$ cat config.mk
export PLATFORM = sky130hd
export DESIGN_NAME = prio_irq_ctrl
export DESIGN_NICKNAME = d
export VERILOG_FILES = /design/src/rtl/prio_irq_pkg.sv /design/src/rtl/prio_irq_mask_bank.sv /design/src/rtl/prio_irq_sel.sv /design/src/rtl/prio_irq_ctrl.sv
export SDC_FILE = /design/constraint.sdc
export NUM_CORES = 2
export LEC_CHECK = 0
export ABC_AREA = 1
export BUFFER_PORTS_ARGS = -buffer_cell sky130_fd_sc_hd__buf_2
export CORE_ASPECT_RATIO = 0.6
export CORE_MARGIN = 3
export CORE_UTILIZATION = 48
export CTS_BUF_LIST = sky130_fd_sc_hd__clkbuf_4
export DETAILED_ROUTE_END_ITERATION = 10
export PLACE_DENSITY_LB_ADDON = 0.15
export SLEW_MARGIN = 5
export SYNTH_ARGS = -nofsm -noshare
export SYNTH_HDL_FRONTEND = slang
export SYNTH_SLANG_ARGS = --single-unit
export TNS_END_PERCENT = 100
$ cat constraint.sdc
create_clock -name clk -period 100.5 [get_ports clk]
set_clock_uncertainty 0.2 [all_clocks]
set_input_delay 10.05 -clock clk [delete_from_list [all_inputs] [get_ports clk]]
set_output_delay 10.05 -clock clk [all_outputs]
set_load 0.1 [all_outputs]
$ cat src/rtl/prio_irq_pkg.sv
package prio_irq_pkg;
    localparam int AW = 10;
    typedef logic [AW-1:0] waddr_t;

    localparam waddr_t W_REV  = 10'd0;
    localparam waddr_t W_CFG  = 10'd4;
    localparam waddr_t W_STAT = 10'd5;
    localparam waddr_t W_SORT = 10'd16;
    localparam waddr_t W_CTRL = 10'd18;
    localparam waddr_t W_PROT = 10'd19;
    localparam waddr_t W_IDLE = 10'd20;
    localparam waddr_t W_THR  = 10'd26;
    localparam waddr_t W_LVL0 = 10'd64;

    localparam int GRP_BASE   = 33;
    localparam int GRP_STRIDE = 8;
    localparam int OFS_CLR    = 1;
    localparam int OFS_SET    = 2;
    localparam int OFS_PEND   = 5;

    function automatic waddr_t grp_addr(input int g, input int ofs);
        return waddr_t'(GRP_BASE + GRP_STRIDE * g + ofs);
    endfunction
endpackage

$ cat src/rtl/prio_irq_mask_bank.sv
module prio_irq_mask_bank
    import prio_irq_pkg::*;
#(
    parameter int NUM_GRP = 3
) (
    input  logic                   clk,
    input  logic                   rst_n,
    input  logic                   clr_all,
    input  logic                   wr_en,
    input  waddr_t                 waddr,
    input  logic [31:0]            wr_data,
    output logic [NUM_GRP*32-1:0]  mask
);
    for (genvar g = 0; g < NUM_GRP; g++) begin : g_grp
        localparam waddr_t A_DIR = grp_addr(g, 0);
        localparam waddr_t A_CLR = grp_addr(g, OFS_CLR);
        localparam waddr_t A_SET = grp_addr(g, OFS_SET);
        logic [31:0] m_d, m_q;

        always_comb begin
            m_d = m_q;
            if (clr_all) begin
                m_d = '1;
            end else if (wr_en) begin
                if (waddr == A_DIR)      m_d = wr_data;
                else if (waddr == A_CLR) m_d = m_q & ~wr_data;
                else if (waddr == A_SET) m_d = m_q | wr_data;
            end
        end

        always_ff @(posedge clk or negedge rst_n) begin
            if (!rst_n) m_q <= '1;
            else        m_q <= m_d;
        end

        assign mask[g*32 +: 32] = m_q;


        clr_alias_chk: assert property (@(posedge clk) disable iff (!rst_n)
            (wr_en && !clr_all && waddr == A_CLR) |=> ((m_q & $past(wr_data)) == 32'h0));

        set_alias_chk: assert property (@(posedge clk) disable iff (!rst_n)
            (wr_en && !clr_all && waddr == A_SET) |=> ((m_q & $past(wr_data)) == $past(wr_data)));

        srst_mask_chk: assert property (@(posedge clk) disable iff (!rst_n)
            clr_all |=> (m_q == 32'hFFFF_FFFF));
    end
endmodule

$ cat src/rtl/prio_irq_sel.sv
module prio_irq_sel #(
    parameter int NUM_SRC = 96,
    parameter int IDW     = 7
) (
    input  logic [NUM_SRC-1:0]      pend,
    input  logic [NUM_SRC-1:0][5:0] prio,
    input  logic [7:0]              thr,
    output logic                    any,
    output logic [IDW-1:0]          win
);
    logic [5:0] best;
    logic       elig;

    always_comb begin
        any  = 1'b0;
        win  = '0;
        best = 6'h3F;
        elig = 1'b0;
        for (int i = 0; i < NUM_SRC; i++) begin
            elig = pend[i] && ((thr == 8'hFF) || ({2'b00, prio[i]} < thr));
            if (elig && (!any || (prio[i] < best))) begin
                any  = 1'b1;
                best = prio[i];
                win  = IDW'(i);
            end
        end
    end
endmodule

$ cat src/rtl/prio_irq_ctrl.sv
module prio_irq_ctrl
    import prio_irq_pkg::*;
#(
    parameter int         NUM_GRP   = 3,
    parameter logic [3:0] REV_MAJOR = 4'd4,
    parameter logic [3:0] REV_MINOR = 4'd0
) (
    input  logic                  clk,
    input  logic                  rst_n,
    input  logic [9:0]            waddr,
    input  logic                  wr_en,
    input  logic [31:0]           wr_data,
    input  logic                  rd_en,
    output logic [31:0]           rd_data,
    input  logic [NUM_GRP*32-1:0] irq_src,
    output logic                  irq_out
);
    localparam int     NUM_SRC   = NUM_GRP * 32;
    localparam int     IDW       = $clog2(NUM_SRC);
    localparam waddr_t W_LVL_END = W_LVL0 + waddr_t'(NUM_SRC);

    typedef struct packed {
        logic           valid;
        logic [IDW-1:0] active;
        logic [7:0]     thr;
        logic           prot;
        logic [1:0]     idle;
        logic           autoidle;
        logic           srst;
        logic [31:0]    rd;
    } st_t;

    localparam st_t ST_RST = '{valid: 1'b0, active: '0, thr: 8'hFF, prot: 1'b0,
                               idle: 2'b00, autoidle: 1'b0, srst: 1'b0, rd: 32'h0};

    st_t                      st_d, st_q;
    logic [NUM_SRC-1:0][7:0]  lvl_d, lvl_q;
    logic [NUM_SRC-1:0]       mask, pend;
    logic [NUM_SRC-1:0][5:0]  prio;
    logic                     sel_any;
    logic [IDW-1:0]           sel_win;
    logic                     ack;
    logic [31:0]              rmux;
    waddr_t                   loff;

    prio_irq_mask_bank #(.NUM_GRP(NUM_GRP)) u_mask (
        .clk(clk), .rst_n(rst_n), .clr_all(st_q.srst), .wr_en(wr_en),
        .waddr(waddr), .wr_data(wr_data), .mask(mask)
    );

    assign pend = irq_src & ~mask;

    for (genvar i = 0; i < NUM_SRC; i++) begin : g_prio
        assign prio[i] = lvl_q[i][7:2];
    end

    prio_irq_sel #(.NUM_SRC(NUM_SRC), .IDW(IDW)) u_sel (
        .pend(pend), .prio(prio), .thr(st_q.thr), .any(sel_any), .win(sel_win)
    );

    assign ack  = wr_en && (waddr == W_CTRL) && wr_data[0];
    assign loff = waddr - W_LVL0;

    // read multiplexer
    always_comb begin
        rmux = 32'h0;
        case (waddr)
            W_REV:   rmux[7:0]     = {REV_MAJOR, REV_MINOR};
            W_CFG:   rmux[0]       = st_q.autoidle;
            W_STAT:  rmux[0]       = !st_q.srst;
            W_SORT:  rmux[IDW-1:0] = st_q.active;
            W_PROT:  rmux[0]       = st_q.prot;
            W_IDLE:  rmux[1:0]     = st_q.idle;
            W_THR:   rmux[7:0]     = st_q.thr;
            default: ;
        endcase
        for (int g = 0; g < NUM_GRP; g++) begin
            if (waddr == grp_addr(g, 0))        rmux = mask[g*32 +: 32];
            if (waddr == grp_addr(g, OFS_PEND)) rmux = pend[g*32 +: 32];
        end
        if (waddr >= W_LVL0 && waddr < W_LVL_END) rmux[7:0] = lvl_q[loff[IDW-1:0]];
    end

    // next-state computation
    always_comb begin
        st_d  = st_q;
        lvl_d = lvl_q;
        if (st_q.srst) begin
            st_d    = ST_RST;
            st_d.rd = st_q.rd;
            lvl_d   = '0;
        end else begin
            if (wr_en) begin
                case (waddr)
                    W_CFG: begin
                        st_d.autoidle = wr_data[0];
                        st_d.srst     = wr_data[1];
                    end
                    W_PROT:  st_d.prot = wr_data[0];
                    W_IDLE:  st_d.idle = wr_data[1:0];
                    W_THR:   st_d.thr  = wr_data[7:0];
                    default: begin
                        if (waddr >= W_LVL0 && waddr < W_LVL_END)
                            lvl_d[loff[IDW-1:0]] = wr_data[7:0];
                    end
                endcase
            end
            if (ack) begin
                st_d.valid = 1'b0;
            end else if (!st_q.valid && sel_any) begin
                st_d.valid  = 1'b1;
                st_d.active = sel_win;
            end
        end
        if (rd_en) st_d.rd = rmux;
    end

    always_ff @(posedge clk or negedge rst_n) begin
        if (!rst_n) begin
            st_q  <= ST_RST;
            lvl_q <= '0;
        end else begin
            st_q  <= st_d;
            lvl_q <= lvl_d;
        end
    end

    assign irq_out = st_q.valid;
    assign rd_data = st_q.rd;


    hold_chk: assert property (@(posedge clk) disable iff (!rst_n)
        (st_q.valid && !ack && !st_q.srst) |=> (irq_out && $stable(st_q.active)));

    ack_drop_chk: assert property (@(posedge clk) disable iff (!rst_n)
        (st_q.valid && ack && !st_q.srst) |=> !irq_out);

    latch_chk: assert property (@(posedge clk) disable iff (!rst_n)
        (!st_q.valid && sel_any && !ack && !st_q.srst) |=> (irq_out && st_q.active == $past(sel_win)));

    win_pend_chk: assert property (@(posedge clk) disable iff (!rst_n)
        sel_any |-> pend[sel_win]);

    thr_gate_chk: assert property (@(posedge clk) disable iff (!rst_n)
        sel_any |-> (st_q.thr == 8'hFF || {2'b00, lvl_q[sel_win][7:2]} < st_q.thr));

    srst_clear_chk: assert property (@(posedge clk) disable iff (!rst_n)
        st_q.srst |=> (!irq_out && st_q.thr == 8'hFF && !st_q.srst));
endmodule

**After elaboration in Yosys (flattened, before gate mapping)**

Index checks and enable logic that the tools add are counted.

- Output and inout bits: 33
- Bits of input ports: 142
- Word-level logic and storage cells: 1170
- Register bits after elaboration: 917

- Bitwise gates (word level): 9
- Add/sub/neg operators: 1
- Eq/ne operators: 22
- Order comparisons: 195
- Multiplexer cells: 330
- Reduce and logical (&&, ||, !) cells: 506

Operators by type and width:

| cell | number |
|---|---|
| $mux W768 | 4 |
| $bwmux W768 | 1 |
| $lt A6 B8 Y1 | 96 |
| $mux W6 | 127 |
| $mux W32 | 21 |
| $lt A6 B6 Y1 | 95 |
| $mux W7 | 33 |
| $logic_and A1 B1 Y1 | 196 |
| $logic_or A1 B1 Y1 | 191 |
| $eq A10 B6 Y1 const B | 12 |
| $mux W1 | 100 |
| $logic_not A1 Y1 | 97 |
| $and A32 B32 Y32 | 3 |
| $and A96 B96 Y96 | 1 |
| $not A96 Y96 | 1 |
| $or A32 B32 Y32 | 3 |
| $mux W5 | 16 |
| $bmux W8 S7 | 1 |
| $demux W8 S7 | 1 |
| $eq A10 B5 Y1 const B | 5 |
| $mux W8 | 5 |
| $mux W4 | 8 |
| $not A32 Y32 | 1 |
| $mux W21 | 1 |
| 22 further kinds | 44 |

**Logic depth before layout (Yosys ltp)**

- Depth after elaboration: 388
- Gate-level depth with buffers: 959
- Gate-level depth less buffers: 867

**By module**

From an unflattened synthesis, not the netlist that was laid out.

- Cells, all modules: 12133
- Area total of the unflattened synthesis: 82748.1 um^2

Modules (own cells, without submodules):

| module | cells each | instances | seq. area each (um^2) | area each (um^2) |
|---|---|---|---|---|
| prio_irq_ctrl | 5301 | 1 | 20554.7 | 41243.3 |
| prio_irq_sel | 5964 | 1 | 0.0 | 35763.0 |
| prio_irq_mask_bank | 868 | 1 | 2522.4 | 5741.8 |

**Worst setup path before layout**

OpenSTA, ideal clock, no wires.

- Path type: input-to-reg
- From: input irq_src[0]
- To: register st_q[50] (netlist name)
- Path slack: -17.089 ns
- Arrival time: 117.271 ns
- Data required time: 100.182 ns
- Stages on the path: 864
- Path buffers: 92
- Setup time: 0.118 ns
- Path through: nand2_1 > a21oi_4 > nand2_2 > nor2_1 > ha_1 > inv_1 > nor2_1 > o21ai_1 > nand3_1 > nand2_2 > nand2_4 > o21ai_0 > ha_1 > nand3_1 > nand2_1 > a21oi_1 > nand2_1 > nand2_2 > [828 not listed] > a21oi_1 > nor2_1 > a211oi_1 > nand2_1 > nand2_2 > nand2_2 > buf_4 > nand2_1 > o21ai_2 > ha_1 > a21oi_1 > nor2_1 > a211oi_1 > nand2_1 > nand2_1 > nand2_2 > nand3_1 > nand2_1

- Word-level cells in the longest chain between the ends: 386
- Elaborated cells between the ends (all ways): 643
- Classes of those cells: 95 x order compare; 258 x mux; 1 x bitwise; 289 x reduce/logical

Ends and longest elaborated chain:

| what | line | source |
|---|---|---|
| start, declared | prio_irq_ctrl.sv:15 | `input logic [NUM_GRP*32-1:0] irq_src,` |
| $and A96 B96 Y96 * | prio_irq_ctrl.sv:51 | `assign pend = irq_src & ~mask;` |
| $logic_and A1 B1 Y1 * | prio_irq_sel.sv:20 | `elig = pend[i] && ((thr == 8'hFF) \|\| ({2'b00, prio[i]} < thr));` |
| $mux W6 or $mux W1 (tied branches) | prio_irq_sel.sv:21 | `if (elig && (!any \|\| (prio[i] < best))) begin` |
| $lt A6 B6 Y1 or $logic_not A1 Y1 (tied branches) | prio_irq_sel.sv:21 |  |
| $logic_or A1 B1 Y1 | prio_irq_sel.sv:21 |  |
| $logic_and A1 B1 Y1 | prio_irq_sel.sv:21 |  |
| $mux W6 or $mux W1 (tied branches) | prio_irq_sel.sv:21 |  |
| $lt A6 B6 Y1 or $logic_not A1 Y1 (tied branches) | prio_irq_sel.sv:21 |  |
| [370 not listed] | -- |  |
| $mux W6 or $mux W1 (tied branches) | prio_irq_sel.sv:21 |  |
| $lt A6 B6 Y1 or $logic_not A1 Y1 (tied branches) | prio_irq_sel.sv:21 |  |
| $logic_or A1 B1 Y1 | prio_irq_sel.sv:21 |  |
| $logic_and A1 B1 Y1 | prio_irq_sel.sv:21 |  |
| $mux W7 or $mux W1 (tied branches) | prio_irq_sel.sv:21 |  |
| $mux W8 or $logic_and A1 B1 Y1 (tied branches) | prio_irq_ctrl.sv:110 | `end else if (!st_q.valid && sel_any) begin` |
| $mux W7 or $reduce_bool A2 Y1 (tied branches) | -- |  |
| $mux W21 or $reduce_and A2 Y1 (tied branches) | -- |  |
| end signal, assigned | prio_irq_ctrl.sv:123 | `st_q <= st_d;` |
| end, declared | prio_irq_ctrl.sv:36 | `st_t st_d, st_q;` |

Mark *: on every way between the ends. The rest lies on a longest branch, timed or not. The select of a mux whose other input is x is not followed.
A chain may end at the register's enable or synchronous reset.

==> impl_metrics.yaml <==
power_and_ir_drop:
  power.total_w: 0.001494
  power.leakage_nw: 48.76
  irDropWorstVdd_uv: 9.520
  pwr_density_cell_mw_per_mm2: 15.65
timing:
  timing_hold_violations_final: 0
  clock.fmax_ghz: 0.009246
  period_needed_ps: 108150
  rsz0062_at_grt: "yes"
  finalWorstSetupSlack_ps: -7654
  worst_pin_slew_ps: 1511
  max_slew_margin_pct: -1.811
  setup_viol: 7
  period_share_pct: 107.6
  maxSlewViolCount: 2
cells_and_area:
  finalNetCount: 12620
  final.fill_count: 14470
  drive_gt1_share_pct: 27.07
  final_cells: 14030
  syn_to_final_growth_pct: 24.50
clock_tree:
  cts-root-buf: "clkbuf_4"
  clkTransAtPathRegs_ps: 80
  cts_tree: "built"
  cts_buffers: 243
  htree_levels: 4
  ctsLongestPathBuffers: 4
  clock_latency_ps: 1300
  clock-sinks: 917
detailed_routing:
  ant_nets: 0
  firstDrtPassIters: 8
  vias: 89160
  via_per_inst: 6.357
  wl_per_cell_um: 27.83
  drt_iter0_drc: 13140
  drc: 0
  routed_wl_um: 390300
logic_synthesis:
  synth_cell_types: 65
  yosys-top-cells-count: "nand2_1, inv_1, nand3_1, o22ai_1, dfrtp_1"
  synth_most_common_cell: "nand2_1"
  yosysWarnings: 0
  synth_edf_count: 0
  yosysSeqAreaShare_pct: 30.09
  synth_flop_cell: "dfrtp_1"
  syn_nets: 11390
  synth-seq-cells: 917
  synthCells: 10480
  netlist_area_mm2: 0.07669
  avgSynthCellArea_um2: 7.319
  async_flop_share_pct: 100.0
  synth.top_cell.area_share_pct: 26.53
  synth_top_area_cell: "dfrtp_1"
  ys_top_cells_by_area: "dfrtp_1, ha_1, nand2_1"
grt:
  grt_util_all_layers_pct: 45.44
  grt-ovfl-total: 0
  grt_pass1_vias: 81600
  antenna_found_initial: 42
  grt_pass1_wl_um: 557200
  grt_max_degree: 172
floorplanning:
  die_w_um: 522.0
  start_util_pct: 48.82
  rows: 112
  io_pins: 175
  core_mm2: 0.1571
  dieArea_mm2: 0.1648
  die_y_um: 315.6
placement:
  io_buffers: 174
  pre_cts_ws_ps: -13350
  dp_hpwl_um: 280500
  dpl.cell_count: 13320
  place_congestion: 1.063
worst_setup_path:
  r2r_setup_slack_ps: 210
  critPathMaxFanout: 8
  cp_slowest_cell: "ha_1"
  worstPathArrival_ps: 109110
  required_ps: 101450
  timing.rr.end: "st_q[46]$_DFFE_PN0P_"
  path_common_cell: "nand2_1"
  cp_slowest_stage_delay_ps: 340
  r2r-start: "st_q[42]$_DFFE_PN1P_"
  crit_type: "input port to flop"
  ff2ff_path_depth: 857
  crit_path_end_kind: "flop"
  setup.worst_path.start_class: "input port"
outcome:
  outcome: "complete, but fails checks"
  violations: "capacitance limit, slew limit, setup timing"
worst_hold_path:
  whs_endpoint: "lvl_q[506]$_DFFE_PN0P_"
  min_path_cells: 2
  hp-start: "lvl_q[506]$_DFFE_PN0P_"
  hold_class: "flop to flop"
job:
  cap_violations: 2
report_power, final:
| part | switching [W] | total, W | internal [W] |
|---|---|---|---|
| Combinational | 0.000428 | 0.000756 | 0.000328 |
| Clock | 0.000187 | 0.000348 | 0.000161 |
| Sequential | 0.0000119 | 0.000390 | 0.000378 |
| Total | 0.000627 | 0.00149 | 0.000867 |
layout by cell type, fill, tap and decap left out, types with 20 or more instances in the layout:
cell type  instances
nand2_1         1709
inv_1           1334
buf_4           1226
nand3_1          944
o22ai_1          915
dfrtp_1          813
ha_1             679
nor2_1           464
nand2_2          426
a21oi_1          413
o21ai_0          392
clkbuf_4         349
nand2_4          241
buf_2            173
o21ai_2          145
o21bai_1         137
o211ai_1         129
dfstp_2          101
nor2_2            99
nor3_1            99
a21boi_0          93
o221ai_1          91
ha_4              90
nand4_1           88
o21ai_4           86
clkinv_1          59
or2_2             54
o21ai_1           53
a21oi_2           49
a221oi_1          48
a21o_1            47
a22o_1            34
nand3_2           31
diode_2           29
nand2_8           25
o2111ai_1         25
buf_6             24
o311ai_0          21
clkinv_2          20
area by class of cell:
cell class,count,area [µm²],share of cell area (%)
Clock inverter,76,341.6,0.3578
Multi-Input combinational cell,7747,50960,53.38
Clock buffer,349,2620,2.744
Antenna cell,29,72.57,0.07601
Sequential cell,917,23090,24.18
Timing Repair Buffer,1435,10580,11.08
Tap cell,2109,2639,2.764
Inverter,1364,5180,5.425
critical path: cells and delay by family:
family,cells,cell delay [ps]
adders and majority gates,88,24270
buffers and inverters,54,7040
AOI/OAI and AO/OA,172,21280
and+or+nand+nor,561,48340
routing by layer:
metal / vias up / routed length (µm) / track usage [%] / part of all wire, %
met3: 1009 / 64870 / 20.07 / 17
met5: - / 230 / 0.8051 / 0.059
li1: 39120 / - / - / -
met4: 22 / 19290 / 18.92 / 4.9
met1: 42320 / 162900 / 65.35 / 42
met2: 6685 / 143000 / 57.70 / 37
metrics by stage:
| step | utilization [%] | setup TNS [ps] | area [µm²] | hold slack, ps |
|---|---|---|---|---|
| 3_3_place_gp | 54.90 | -77510 | 86250 | 266.5 |
| 3_5_place_dp | 54.90 | -93080 | 86250 | 274.7 |
| 6_report | 60.78 | -53410 | 95480 | 293.1 |
| 5_1_grt | 60.75 | -100490 | 95430 | 312.8 |
| 2_1_floorplan | - | -59300 | 77260 | 249.2 |
| 4_1_cts | 58.83 | -31970 | 92410 | 291.9 |
state kept, by name (all words and copies together) (netlist names):
register / flops
lvl_q: 768
st_q: 20
irq_out: 1
u_mask.g_grp.m_q: 96
rd_data: 32
cell families (layout without fill, tap and decap cells):
logic type | count (synthesis) | in the layout | synth area share (%)
DFF | 917 | 917 | 30.09
and+or+nand+nor | 4189 | 4220 | 24.90
muxes | 7 | 7 | 0.1028
buffers and inverters | 1846 | 3224 | 10.19
adders and majority gates | 769 | 769 | 12.55
AOI/OAI and AO/OA | 2751 | 2751 | 22.16
other | 0 | 29 | 0
worst max path at each step:
stage,start,end,slack [ps],cells after the start
6_report,irq_src[0],st_q[46]$_DFFE_PN0P_,-7650,875
5_1_grt,irq_src[0],st_q[45]$_DFFE_PN0P_,-14380,875
4_1_cts,irq_src[0],st_q[46]$_DFFE_PN0P_,-4590,874
3_5_place_dp,irq_src[0],st_q[45]$_DFFE_PN0P_,-13350,922
3_3_place_gp,irq_src[0],st_q[45]$_DFFE_PN0P_,-11140,1167
2_1_floorplan,irq_src[0],st_q[50]$_DFFE_PN0P_,-8480,1174
what timing repair did:
| item | 4_1_cts | 5_1_grt |
|---|---|---|
| hold buffers | 0 | 0 |
| cloned | 21 | 10 |
| buffers inserted | 142 | 80 |
| pin swaps | 89 | 326 |
| setup endpoints to repair | 7 | 7 |
| resized for setup | 487 | 463 |
Note: power is estimated with default switching activity, not from simulation.
